## src/rtl/acc8_cpu.sv

```systemverilog
module acc8_cpu #(
  parameter int AW = 4,
  parameter int DW = 8
) (
  input  logic          clk,
  input  logic          rst_n,
  input  logic          load_mode,
  input  logic          load_we,
  input  logic [AW-1:0] load_addr,
  input  logic [DW-1:0] load_data,
  output logic [DW-1:0] out_value,
  output logic          halted
);
  localparam int DEPTH = 1 << AW;
  localparam int OPW   = DW - AW;

  localparam logic [OPW-1:0] OP_LDA = 4'h1;
  localparam logic [OPW-1:0] OP_ADD = 4'h2;
  localparam logic [OPW-1:0] OP_JMP = 4'h3;
  localparam logic [OPW-1:0] OP_JC  = 4'h4;
  localparam logic [OPW-1:0] OP_STA = 4'h5;
  localparam logic [OPW-1:0] OP_ADI = 4'h6;
  localparam logic [OPW-1:0] OP_SUB = 4'h7;
  localparam logic [OPW-1:0] OP_SUI = 4'h8;
  localparam logic [OPW-1:0] OP_OUT = 4'h9;
  localparam logic [OPW-1:0] OP_JZ  = 4'hA;
  localparam logic [OPW-1:0] OP_HLT = 4'hB;

  logic [DW-1:0] mem [DEPTH];
  logic [AW-1:0] pc, mar;
  logic [DW-1:0] ir, acc, breg;
  logic          cf, zf;
  logic [2:0]    step;

  wire [OPW-1:0] opc    = ir[DW-1:AW];
  wire [AW-1:0]  arg    = ir[AW-1:0];
  wire [DW-1:0]  rd     = mem[mar];
  wire           run    = !load_mode && !halted;
  wire           is_sub = (opc == OP_SUB) || (opc == OP_SUI);
  wire [DW:0]    sum    = is_sub ? ({1'b0, acc} - {1'b0, breg})
                                 : ({1'b0, acc} + {1'b0, breg});

  always_ff @(posedge clk) begin
    if (load_mode && load_we)
      mem[load_addr] <= load_data;
    else if (run && step == 3'd3 && opc == OP_STA)
      mem[mar] <= acc;
  end

  always_ff @(posedge clk) begin
    if (!rst_n) begin
      pc <= '0; mar <= '0; ir <= '0; acc <= '0; breg <= '0;
      cf <= 1'b0; zf <= 1'b0; step <= '0;
      out_value <= '0; halted <= 1'b0;
    end else if (load_mode) begin
      step <= '0;
    end else if (!halted) begin
      step <= step + 3'd1;
      case (step)
        3'd0: mar <= pc;
        3'd1: begin
          ir <= rd;
          pc <= pc + 1'b1;
        end
        3'd2: begin
          case (opc)
            OP_LDA, OP_ADD, OP_SUB, OP_STA: mar <= arg;
            OP_ADI, OP_SUI: breg <= {{OPW{1'b0}}, arg};
            OP_JMP: begin pc <= arg; step <= '0; end
            OP_JC:  begin if (cf) pc <= arg; step <= '0; end
            OP_JZ:  begin if (zf) pc <= arg; step <= '0; end
            OP_OUT: begin out_value <= acc; step <= '0; end
            OP_HLT: begin halted <= 1'b1; step <= step; end
            default: step <= '0;
          endcase
        end
        3'd3: begin
          case (opc)
            OP_LDA: begin acc <= rd; step <= '0; end
            OP_ADD, OP_SUB: breg <= rd;
            OP_ADI, OP_SUI: begin
              acc  <= sum[DW-1:0];
              cf   <= sum[DW];
              zf   <= (sum[DW-1:0] == '0);
              step <= '0;
            end
            default: step <= '0;
          endcase
        end
        3'd4: begin
          acc  <= sum[DW-1:0];
          cf   <= sum[DW];
          zf   <= (sum[DW-1:0] == '0);
          step <= '0;
        end
        default: step <= '0;
      endcase
    end
  end

  // fetch increments the program counter by one, wrapping
  a_r2_fetch_inc: assert property (@(posedge clk) disable iff (!rst_n)
    (run && step == 3'd1) |=> (pc == $past(pc) + 1'b1));
  // step counter never passes the last execute step
  a_r2_step_range: assert property (@(posedge clk) disable iff (!rst_n)
    step <= 3'd4);
  // output register moves only on the output instruction
  a_r3_out_only_on_out: assert property (@(posedge clk) disable iff (!rst_n)
    !(run && step == 3'd2 && opc == OP_OUT) |=> $stable(out_value));
  // subtraction sets carry exactly on borrow
  a_r6_sub_borrow: assert property (@(posedge clk) disable iff (!rst_n)
    (run && step == 3'd4 && opc == OP_SUB) |=> (cf == ($past(acc) < $past(breg))));
  // fetch and address steps never touch the flags
  a_r7_flags_hold: assert property (@(posedge clk) disable iff (!rst_n)
    (step != 3'd3 && step != 3'd4) |=> $stable({cf, zf}));
  // halt freezes state until reset
  a_r9_halt_freeze: assert property (@(posedge clk) disable iff (!rst_n)
    halted |=> (halted && $stable(pc) && $stable(acc) && $stable(out_value)));
  // load mode suspends execution
  a_r10_load_hold: assert property (@(posedge clk) disable iff (!rst_n)
    load_mode |=> (step == 3'd0 && $stable(pc) && $stable(acc) && $stable(out_value)));
endmodule

```

## config.mk

```make
export PLATFORM = sky130hd
export DESIGN_NAME = acc8_cpu
export DESIGN_NICKNAME = d
export VERILOG_FILES = /design/src/rtl/acc8_cpu.sv
export SDC_FILE = /design/constraint.sdc
export NUM_CORES = 1
export LEC_CHECK = 0
export CORE_ASPECT_RATIO = 0.6
export CORE_UTILIZATION = 41
export DETAILED_ROUTE_END_ITERATION = 10
export PLACE_DENSITY = 0.65
export SYNTH_ARGS = -nofsm -noshare
export SYNTH_HDL_FRONTEND = slang
export SYNTH_SLANG_ARGS = --single-unit
```

## constraint.sdc

```tcl
create_clock -name clk -period 4.11 [get_ports clk]
set_clock_uncertainty 0.1 [all_clocks]
set_input_delay 0.822 -clock clk [delete_from_list [all_inputs] [get_ports clk]]
set_output_delay 0.822 -clock clk [all_outputs]
set_load 0.05 [all_outputs]
```

Yosys cells after proc, flatten, opt, wreduce, memory -nomap -nowiden
Memories as Yosys holds them, arrays and structs flattened. A register that Yosys moved wholly into a read port is not among the register bits.
Index checks and enable logic that the tools add are counted.
Storage, ports and cells
  register bits: 46
  input bits: 16
  memories: 1
  output and inout bits: 9
  logic and storage cells: 102
  bits in writable memories: 128
Operators by class
  reductions and logical operators: 28
  add/sub/neg operators: 4
  muxes and demuxes: 32
  eq/ne operators: 24
  bitwise gates (word level): 3
Memories
  mem: words 16, width 8, read ports 1, clocked after memory_dff 1, write ports 1, RTL line 29  | logic [DW-1:0] mem [DEPTH];
Operator list (count)
  one-hot mux 8 bit (2 select lines): 3
  2-to-1 mux 4 bit: 6
  2-to-1 mux 8 bit: 3
  == test 4 x 3 -> 1 bit, second input constant: 4
  == test 4 bit, second input constant: 4
  one-hot mux 4 bit (2 select lines): 2
  AND reduction 4 bit: 4
  one-hot mux 4 bit (3 select lines): 1
  2-to-1 mux 1 bit: 11
  adder 8 x 8 -> 9 bit: 1
  2-to-1 mux 9 bit: 1
  one-hot mux 3 bit (3 select lines): 1
  subtractor 8 x 8 -> 9 bit: 1
  == test 4 x 2 -> 1 bit, second input constant: 2
  zero test 8 bit: 1
  nonzero test 2 bit: 4
  OR reduction 2 bit: 4
  OR reduction 8 bit: 1
  == test 3 x 2 -> 1 bit, second input constant: 2
  != test 2 x 1 -> 1 bit, second input constant: 3
  != test 3 bit, second input constant: 2
  one-hot mux 3 bit (2 select lines): 1
  AND reduction 6 bit: 1
  OR reduction 6 bit: 1
  other kinds (19): 27

Depth between registers and ports, before layout
  word-level depth: 9
  gate-level depth with buffers: 13
  depth with buffers taken out: 12

Worst setup path before layout
OpenSTA, ideal clock, no wires.
  path kind: flip-flop to flip-flop
  start: register ir[7]
  end: register zf
  cell stages (with the launch flop): 14
  setup slack: 1.189 ns
  arrival time: 2.705 ns
  setup time: 0.116 ns
  required time: 3.894 ns
  period minus slack after synthesis: 2.921 ns
  cell sequence: dfxtp_1 clkbuf_1 nor2b_1 nand2_1 and2_1 nor2_1 a21oi_1 fa_1 a211oi_1 nor3b_1 o31ai_1 o31a_1 nor2_1 a31o_2
Between the ends
  cells in the longest elaborated chain, start to end: 6
  elaborated cells on any way between the ends: 11
  those cells by class: 4 x eq/ne; 3 x mux; 4 x reduce/logical
Ends and longest elaborated chain
  from (decl): RTL line 31  | logic [DW-1:0] ir, acc, breg;
  from (signal assigned): RTL line 62  | ir <= rd;
  == test 4 x 3 -> 1 bit / == test 4 bit (equally long branches): RTL line 39, 78
  logical OR 1 bit: RTL line 39  | wire is_sub = (opc == OP_SUB) || (opc == OP_SUI);
  2-to-1 mux 9 bit: RTL line 40  | wire [DW:0] sum = is_sub ? ({1'b0, acc} - {1'b0, breg})
  zero test 8 bit: RTL line 84, 93
  2-to-1 mux 1 bit: RTL line 78  | case (opc)
  one-hot mux 1 bit (2 select lines): RTL line 59  | case (step)
  to (signal assigned): RTL line 84  | zf <= (sum[DW-1:0] == '0);
  to (signal assigned): RTL line 93  | zf <= (sum[DW-1:0] == '0);
  to (decl): RTL line 32  | logic cf, zf;
Parallel ways exist; a longest one is shown, timed or not. The select of a mux whose other input is x is not followed.
A chain may end at the register's enable or synchronous reset.

Final worst setup path
  start: register ir[7]
  end: register cf
Between the ends
  cells in the longest elaborated chain, start to end: 5
  elaborated cells on any way between the ends: 10
  those cells by class: 4 x eq/ne; 3 x mux; 3 x reduce/logical
Ends and longest elaborated chain
  == test 4 x 3 -> 1 bit / == test 4 bit (equally long branches): RTL line 39, 78
  logical OR 1 bit: RTL line 39
  2-to-1 mux 9 bit: RTL line 40
  2-to-1 mux 1 bit: RTL line 78
  one-hot mux 1 bit (2 select lines): RTL line 59
  to (signal assigned): RTL line 83  | cf <= sum[DW];
  to (signal assigned): RTL line 92  | cf <= sum[DW];
  to (decl): RTL line 32
Parallel ways exist; a longest one is shown, timed or not. The select of a mux whose other input is x is not followed.

==> metrics.yaml <==
outcome:
  status: "finished clean"
min_path:
  hp-class: "flop to flop"
clocking:
  cts_htree_levels: 4
  clock_sinks: 178
  ctsLongestPathBuffers: 2
  clk_latency_ns: 0.43
  clk_pin_slew_ns: 0.08
  cts-root-buf: "clkbuf_16"
  cts_buffers: 17
  cts_tree: "yes"
  cts-resized-gates: 0
  post_cts_buffers: 0
  cts_hold_buf: 0
flow_run:
  cap_violations: 0
yosys:
  synth_edf_count: 128
  synth_area_um2: 8024
  synth_warnings: 0
  postSynthCellCount: 594
  ys_seq_area_share_pct: 60.38
  synth-seq-cells: 178
  avgSynthCellArea_um2: 13.51
  async_flop_share_pct: 0
  synthFlopType: "edfxtp_1"
  syn_nets: 627
  ys_types: 58
die:
  coreArea_um2: 19080
  top_level_ports: 25
  start_util_pct: 42.06
  die_area_um2: 20150
  die_w_um: 182.6
  fp.dieH_um: 110.4
  core.rowCount: 39
placed_design:
  port_buffers: 24
  dpl-instance-area_um2: 8573
  place.gp.congestion: 0.8853
  place_hpwl_mm: 13.61
sta:
  final_max_slew_viol_count: 0
  finalHoldViolCount: 0
  period_needed_ns: 3.431
  timing.hold.ws_ns: 0.3759
  period_share_pct: 83.48
  max_freq_mhz: 291.5
  tns_ns: 0
  setup_viol: 0
  relSlewSlack_pct: 28.45
  worst_pin_slew_ns: 1.072
  rsz0062_at_grt: "false"
finish:
  mostFrequentLayoutCell: "edfxtp_1"
  final_area_um2: 9204
  drive_above_1_share_pct: 15.67
  layout_common_cells: "128 x edfxtp_1, 71 x nor2_1, 49 x dfxtp_1, 44 x nand2_1, 36 x mux4_2"
  nets: 658
  syn_to_final_growth_pct: 14.70
routing:
  wl_mm: 19.56
  vias: 5178
  drtAntennaViolNets: 0
  wl_per_cell_um: 21.61
  drc: 0
  drt_iter0_drc: 692
  vias_per_cell: 5.722
  drtPass1Iterations: 5
grt:
  grtUsageMet2_pct: 27.78
  antenna_found_initial: 0
  globalRoute.totalOverflow: 0
  grt_max_degree: 33
  met3_usage_pct: 6.537
  busiest_layer: "met1"
  grt_use_met1_pct: 30.39
  grt_pass1_vias: 4826
  grtUsageTotal_pct: 20.30
  grt_pass1_wl_mm: 29.39
pwr:
  powerDensity_nw_per_um2: 430.3
  total_leakage_power_nw: 2.914
  vdd_drop_max_mv: 0.2312
worst_setup_path:
  cp.arrival_ns: 3.67
  crit_path_start: "ir[7]"
  crit_path_end: "cf"
  end_kind: "flop"
  ff2ff_path_depth: 12
  r2r_end: "cf"
  reg2reg_slack_ns: 0.68
  worstPathMaxFanout: 12
  path_class: "flop to flop"
  required_ns: 4.34
  startpoint_type: "flop"
  worstReg2RegStart: "ir[7]"
==> critical path, stage by stage, from the launching register on <==
cell      delay [ns]
dfxtp_1         0.56
nor2b_1         0.21
nand2_1         0.16
and2_1          0.24
nor2_1          0.10
a21oi_1         0.08
fa_1            0.45
a211oi_1        0.34
nor3b_1         0.15
o31ai_1         0.37
a21oi_1         0.18
xnor2_1         0.17
a211oi_1        0.24
==> registers in the layout (all words and copies together) (netlist names), 3 cells and up, named ones only <==
register / count
ir: 8
step: 3
pc: 4
mem: 128
mar: 4
breg: 8
out_value: 8
acc: 8
==> worst min-delay path by stage <==
stage	start	to	slack (ns)	cells past startpoint
floorplan	ir[1]	ir[1]	0.34	2
global placement	ir[3]	ir[3]	0.36	2
detailed placement	ir[1]	ir[1]	0.37	2
CTS	ir[1]	ir[1]	0.38	2
global route	ir[3]	ir[3]	0.39	2
finish	ir[1]	ir[1]	0.38	2
==> cell usage after synthesis, drive strengths merged, types with 7 or more instances <==
library cell  count  area share, %
a211oi            7           0.65
a21oi            29            1.8
a31oi             8           0.81
buf              14            1.2
clkbuf           15           0.72
dfxtp            50             12
edfxtp          128             48
ha               16            2.5
inv              15           0.70
mux2             10            1.4
mux2i            18            2.2
mux4             36             10
nand2            44            2.1
nand3            10           0.62
nor2             71            3.3
nor2b             9           0.70
nor3              8           0.50
o21ai            21            1.3
xnor2             9           0.98
==> power breakdown <==
| group | internal [mW] | switching (mW) |
|---|---|---|
| logic | 0.107 | 0.163 |
| clock network | 0.984 | 0.744 |
| registers | 1.94 | 0.0190 |
| total | 3.03 | 0.926 |
==> stage by stage <==
step / power (mW) / utilization [%] / setup WS (ns) / cells
6_report: 3.960 / 48.24 / 0.6790 / 905
5_1_grt: 4.070 / 48.23 / 0.3044 / 904
4_1_cts: 3.966 / 48.23 / 0.7102 / 904
3_5_place_dp: 2.265 / 44.93 / 0.4855 / 872
3_3_place_gp: 2.256 / 44.93 / 0.5732 / 872
2_1_floorplan: 2.177 / - / 1.189 / 594
==> final cells by class <==
class | instances | area (um^2)
Multi-Input combinational cell | 372 | 2970
Inverter | 15 | 56.30
Fill cell | 1647 | 9876
Clock buffer | 18 | 429.2
Tap cell | 266 | 332.8
Clock inverter | 14 | 198.9
Antenna cell | 1 | 2.502
Timing Repair Buffer | 41 | 367.9
Sequential cell | 178 | 4846
==> cells by family (layout without fill, tap and decap cells) <==
logic type / Yosys count / after routing / share of synthesized area, %
fa+ha+maj: 17 / 17 / 2.744
simple gates: 174 / 174 / 10.31
xor+xnor: 11 / 11 / 1.201
compound gates: 106 / 106 / 9.013
mux: 64 / 64 / 13.75
buf+inv: 44 / 88 / 2.604
other cells: 0 / 1 / 0
flops: 178 / 178 / 60.38
==> metal layers <==
| layer | up-vias | part of all wire (%) |
|---|---|---|
| li1 | 2319 | - |
| met1 | 2607 | 47 |
| met2 | 235 | 42 |
| met3 | 17 | 10 |
| met4 | 0 | 1.1 |
| met5 | - | 0 |
Note: power is estimated with default switching activity, not from simulation.
